===== config.mk =====
export PLATFORM = sky130hd
export DESIGN_NAME = tlast_escape_encoder
export DESIGN_NICKNAME = d
export VERILOG_FILES = /design/src/rtl/esc_enc_pkg.sv /design/src/rtl/esc_enc_ctrl.sv /design/src/rtl/esc_enc_dp.sv /design/src/rtl/tlast_escape_encoder.sv
export SDC_FILE = /design/constraint.sdc
export NUM_CORES = 1
export LEC_CHECK = 0
export CAP_MARGIN = 40
export CORE_MARGIN = 3
export CORE_UTILIZATION = 55
export DETAILED_ROUTE_END_ITERATION = 10
export DONT_BUFFER_PORTS = 1
export MAX_ROUTING_LAYER = met4
export PLACE_DENSITY_LB_ADDON = 0.08
export SLEW_MARGIN = 20
export SYNTH_ARGS = -nofsm -noshare
export SYNTH_HDL_FRONTEND = slang
export SYNTH_SLANG_ARGS = --single-unit

===== constraint.sdc =====
create_clock -name clk -period 3.2 [get_ports clk]
set_input_delay 0.96 -clock clk [delete_from_list [all_inputs] [get_ports clk]]
set_output_delay 0.96 -clock clk [all_outputs]
set_load 0.02 [all_outputs]

===== src/rtl/esc_enc_pkg.sv =====
package esc_enc_pkg;
  localparam int DATA_W = 64;
  localparam int HALF_W = DATA_W / 2;

  typedef enum logic [1:0] {
    PH_PASS,
    PH_FLAG,
    PH_DATA
  } phase_t;

  typedef enum logic [1:0] {
    SEL_IN,
    SEL_ESC,
    SEL_FLAG
  } outSel_t;

  typedef struct packed {
    outSel_t sel;
    logic    consume;
    logic    pktEnd;
  } encStrobe_t;
endpackage


===== src/rtl/esc_enc_ctrl.sv =====
module esc_enc_ctrl
  import esc_enc_pkg::*;
(
  input  logic       clk,
  input  logic       rst,
  input  logic       clear,
  input  logic       sValid,
  input  logic       sLast,
  input  logic       matchEsc,
  input  logic       mReady,
  output logic       sReady,
  output logic       mValid,
  output encStrobe_t strb
);
  phase_t phase, phaseNext;
  logic   needGroup;
  logic   rawReady, rawValid;

  assign needGroup = sLast | matchEsc;

  always_comb begin
    phaseNext = phase;
    strb.sel  = SEL_IN;
    rawValid  = sValid;
    rawReady  = mReady;
    unique case (phase)
      PH_PASS: begin
        if (sValid && needGroup) begin
          strb.sel = SEL_ESC;
          rawReady = 1'b0;
          if (mReady) phaseNext = PH_FLAG;
        end
      end
      PH_FLAG: begin
        strb.sel = SEL_FLAG;
        rawReady = 1'b0;
        if (sValid && mReady) phaseNext = PH_DATA;
      end
      PH_DATA: begin
        if (sValid && mReady) phaseNext = PH_PASS;
      end
      default: phaseNext = PH_PASS;
    endcase
  end

  assign sReady       = rawReady & ~clear;
  assign mValid       = rawValid & ~clear;
  assign strb.consume = sValid & sReady;
  assign strb.pktEnd  = sLast;

  always_ff @(posedge clk) begin
    if (rst || clear) phase <= PH_PASS;
    else              phase <= phaseNext;
  end

  // no input acceptance while the flag word is offered
  a_r5_hold_in_flag: assert property (@(posedge clk) disable iff (rst)
    (phase == PH_FLAG) |-> !sReady);

  // an accepted escape word is followed by the flag word
  a_r2_esc_then_flag: assert property (@(posedge clk) disable iff (rst)
    (phase == PH_PASS && mValid && mReady && !sReady) |=> (phase == PH_FLAG || clear));

  // clear returns to pass-through
  a_r10_clear_to_pass: assert property (@(posedge clk) disable iff (rst)
    clear |=> (phase == PH_PASS));

  // offered output word is not withdrawn
  a_r9_valid_hold: assert property (@(posedge clk) disable iff (rst || clear)
    (mValid && !mReady) |=> (mValid || clear));
endmodule


===== src/rtl/esc_enc_dp.sv =====
module esc_enc_dp
  import esc_enc_pkg::*;
#(
  parameter logic [DATA_W-1:0] ESC_WORD = 64'hDEAD_BEEF_FEED_CAFE,
  parameter bit                CSUM_EN  = 1'b1
) (
  input  logic              clk,
  input  logic              rst,
  input  logic              clear,
  input  logic [DATA_W-1:0] sData,
  input  encStrobe_t        strb,
  output logic              matchEsc,
  output logic [DATA_W-1:0] mData
);
  logic [HALF_W-1:0] runSum;
  logic [HALF_W-1:0] flagHigh;
  logic [DATA_W-1:0] flagWord;

  assign matchEsc = (sData == ESC_WORD);

  generate
    if (CSUM_EN) begin : g_csum
      always_ff @(posedge clk) begin
        if (rst || clear)
          runSum <= '0;
        else if (strb.consume && strb.pktEnd)
          runSum <= '0;
        else if (strb.consume)
          runSum <= runSum ^ sData[DATA_W-1:HALF_W] ^ sData[HALF_W-1:0];
      end
      assign flagHigh = strb.pktEnd ? runSum : '0;
    end else begin : g_nocsum
      assign runSum   = '0;
      assign flagHigh = '0;
    end
  endgenerate

  assign flagWord = {flagHigh, {(HALF_W-1){1'b0}}, strb.pktEnd};

  always_comb begin
    unique case (strb.sel)
      SEL_ESC:  mData = ESC_WORD;
      SEL_FLAG: mData = flagWord;
      default:  mData = sData;
    endcase
  end

  // checksum is zero after a packet's final word is accepted
  a_r7_sum_cleared: assert property (@(posedge clk) disable iff (rst)
    (strb.consume && strb.pktEnd) |=> (runSum == '0));

  // escaped-data flag words carry no checksum
  a_r8_flag_high_zero: assert property (@(posedge clk) disable iff (rst)
    (strb.sel == SEL_FLAG && !strb.pktEnd) |-> (mData[DATA_W-1:HALF_W] == '0));
endmodule


===== src/rtl/tlast_escape_encoder.sv =====
module tlast_escape_encoder
  import esc_enc_pkg::*;
#(
  parameter logic [63:0] ESC_WORD = 64'hDEAD_BEEF_FEED_CAFE,
  parameter bit          CSUM_EN  = 1'b1
) (
  input  logic        clk,
  input  logic        rst,
  input  logic        clear,
  input  logic [63:0] sData,
  input  logic        sValid,
  input  logic        sLast,
  output logic        sReady,
  output logic [63:0] mData,
  output logic        mValid,
  input  logic        mReady
);
  encStrobe_t strb;
  logic       matchEsc;

  esc_enc_ctrl u_ctrl (
    .clk(clk), .rst(rst), .clear(clear),
    .sValid(sValid), .sLast(sLast), .matchEsc(matchEsc), .mReady(mReady),
    .sReady(sReady), .mValid(mValid), .strb(strb)
  );

  esc_enc_dp #(.ESC_WORD(ESC_WORD), .CSUM_EN(CSUM_EN)) u_dp (
    .clk(clk), .rst(rst), .clear(clear),
    .sData(sData), .strb(strb), .matchEsc(matchEsc), .mData(mData)
  );

  // stalled output word keeps its value
  a_r9_data_stable: assert property (@(posedge clk) disable iff (rst || clear)
    (mValid && !mReady) |=> ($stable(mData) || clear));

  // nothing moves during clear
  a_r10_clear_quiet: assert property (@(posedge clk) disable iff (rst)
    clear |-> (!mValid && !sReady));
endmodule


==> flow_summary.yaml <==
route:
  ant_nets: 0
  wl_per_cell_um: 20.7
  drc: 0
  drtIter0Drc: 297
  vias_per_cell: 6.77
  num_vias: 3485
  drt_wl_total_um: 10600
  firstDrtPassIters: 7
logic_synthesis:
  synth.top_cells.by_count: "a21oi_1 (73), nand2_1 (68), nor2_1 (59)"
  synth.area.top_cells: "dfxtp_1 (22%), a32o_1 (13%), a21oi_1 (12%)"
  yosys.cell_count.top_type: "a21oi_1"
  synth_edf_count: 0
  yosys.area.top_type: "dfxtp_1"
  syn_nets: 516
  synthFlopType: "dfxtp_1"
  synth_cell_types: 32
  yosysWarnings: 0
  netlist_instances: 446
  synth_area_um2: 3030
  ys_ff_latch: 34
  synth_top_area_share_pct: 22.5
  syn_avg_cell_area_um2: 6.79
  synthArstFlopShare_pct: 0
  ys_seq_area_share_pct: 22.5
sta:
  finalSetupViolations: 65
  fin_crit_sh_pct: 108
  tightest_slew_ns: 0.472
  rsz0062_at_grt: "yes"
  hold_viol_final: 0
  timing.fmax_mhz: 290
  layout_setup_ws_ns: -0.254
  skew_ns: 0.0103
  slew_violations: 0
  finalCriticalPeriod_ns: 3.45
  whs_ns: 0.524
  slew-limit-headroom_pct: 68.5
critical_path:
  critical_path_class: "in -> out"
  worst-path-stages: 7
  critPathLaunchType: "input port"
  worstReg2RegStart: "u_ctrl.phase[0]$_SDFFE_PP0P_"
  cp_top_family: "simple AND/OR/NAND/NOR gates"
  cp_slowest_cell: "nor4_4"
  path_max_fanout: 10
  r2r_cells: 7
  cp_data_arrival_time_ns: 2.49
  crit_buf_inv: 2
  cpMostUsedCell: "buf_12"
  critPathMaxStageDelay_ns: 0.37
  r2r-end: "u_dp.runSum[9]$_SDFFE_PP0P_"
  end_kind: "output pin"
  reg2reg_slack_ns: 1.19
  worstPathRequired_ns: 2.24
  cp_cell_sequence: "nand4b_1, nor4_4, and4_4, o21ai_4, buf_12, buf_12, and3_4"
worst_hold_path:
  min-delay-start: "u_dp.runSum[25]$_SDFFE_PP0P_"
  holdCritPathClass: "reg -> reg"
  holdPathStages: 1
  hold_end: "u_dp.runSum[25]$_SDFFE_PP0P_"
floorplan:
  die_y_um: 80.2
  ios: 136
  die_area_um2: 6430
  start_util_pct: 58.2
  rows: 26
  dieWidth_um: 80.2
  core_area_um2: 5200
global_route:
  grt_first_pass_wirelength_um: 16800
  grt_pass1_vias: 3309
  antenna_found_initial: 0
  grt_overflow: 0
  grt_max_degree: 51
  grt_usage_pct: 33.8
clock_network:
  insertion_delay_ns: 0.30
  cts_root_buf: "clkbuf_8"
  clk_pin_slew_ns: 0.07
  cts_buffers: 5
  htree_levels: 2
  cts_tree: "yes"
  cts_max_path_buffers: 2
  cts.sinks: 34
placed_design:
  dpl-instance-area_um2: 3710
  io_buffer_count: 0
  gp_congestion: 0.841
  hpwl_um: 7580
  dp.cells: 498
  pre_cts_slack_ns: -0.298
cells_and_area:
  fin_util_pct: 75.7
  insertedDiodeCount: 0
  layoutNonFillerInstCount: 515
  final_area_um2: 3940
  area_growth_pct: 30.2
  drive_above_1_share_pct: 24.7
  nets: 514
pwr:
  leakage_nw: 1.52
  cellPowerDensity_nw_per_um2: 310
  peakVddDrop_mv: 0.187
run_status:
  violations: "setup timing"
  status: "complete, but fails checks"
job:
  drv_cap: 0
-- registers in the layout (all words and copies together) (netlist names) --
signal	count
u_ctrl.phase	2
u_dp.runSum	32
-- power by group --
part / internal, mW / switching [mW]
Sequential: 0.427 / 0.00409
Combinational: 0.172 / 0.273
Clock: 0.174 / 0.173
-- cell usage in the layout, fill, tap and decap left out, types with 8 or more instances in the layout --
master / count
nor2_1: 59
a21oi_4: 48
nand2_1: 68
dfxtp_1: 34
inv_1: 25
a32o_1: 32
nand4b_1: 8
buf_4: 17
a21oi_1: 25
a32o_2: 8
xnor2_1: 32
nand3_1: 33
-- per-stage QoR --
step | power [mW] | TNS, ns
floorplan | 0.818 | -1.83
global placement | 0.856 | -13.38
detailed placement | 0.866 | -13.74
CTS | 1.21 | -11.54
global route | 1.26 | -14.78
finish | 1.22 | -12.63
-- area by class of cell --
| type | count | area (um^2) |
|---|---|---|
| multi-input combinational | 352 | 2710 |
| sequential | 34 | 681 |
| clock inverter | 1 | 5.00 |
| tap | 70 | 87.6 |
| timing repair buffer | 26 | 282 |
| fill | 399 | 1260 |
| inverter | 25 | 93.8 |
| clock buffer | 7 | 86.3 |
-- cells by family after synthesis --
family / after synthesis / synth area share (%)
buffers and inverters: 60 / 8.80
flip-flops: 34 / 22.5
AND/OR/NAND/NOR: 198 / 31.1
AO/OA/AOI/OAI: 122 / 28.4
XOR/XNOR: 32 / 9.25
-- per-layer routing --
metal  wire (um)  global-route usage [%]  up-vias
met3        1220                    9.19       29
met4         211                    7.94        0
met2        5140                    55.0      226
li1            -                       -     1585
met1        4060                    41.7     1645
met5           0                       -        -
-- what timing repair did --
| item | 4_1_cts | 5_1_grt |
|---|---|---|
| gates resized for setup | 23 | 1 |
| hold buffers | 0 | 0 |
| pin swaps | 16 | 6 |
| setup endpoints to repair | 65 | 65 |
| buffers inserted | 9 | 1 |
-- worst max path at each step --
stage                     startpoint   endpoint
after global routing       sData[46]  mData[12]
after CTS                  sData[40]   mData[0]
final                      sData[46]  mData[12]
after detailed placement   sData[46]  mData[36]
after floorplan            sData[52]  mData[11]
after global placement     sData[46]  mData[36]
Power figures use the tool's default switching activity.
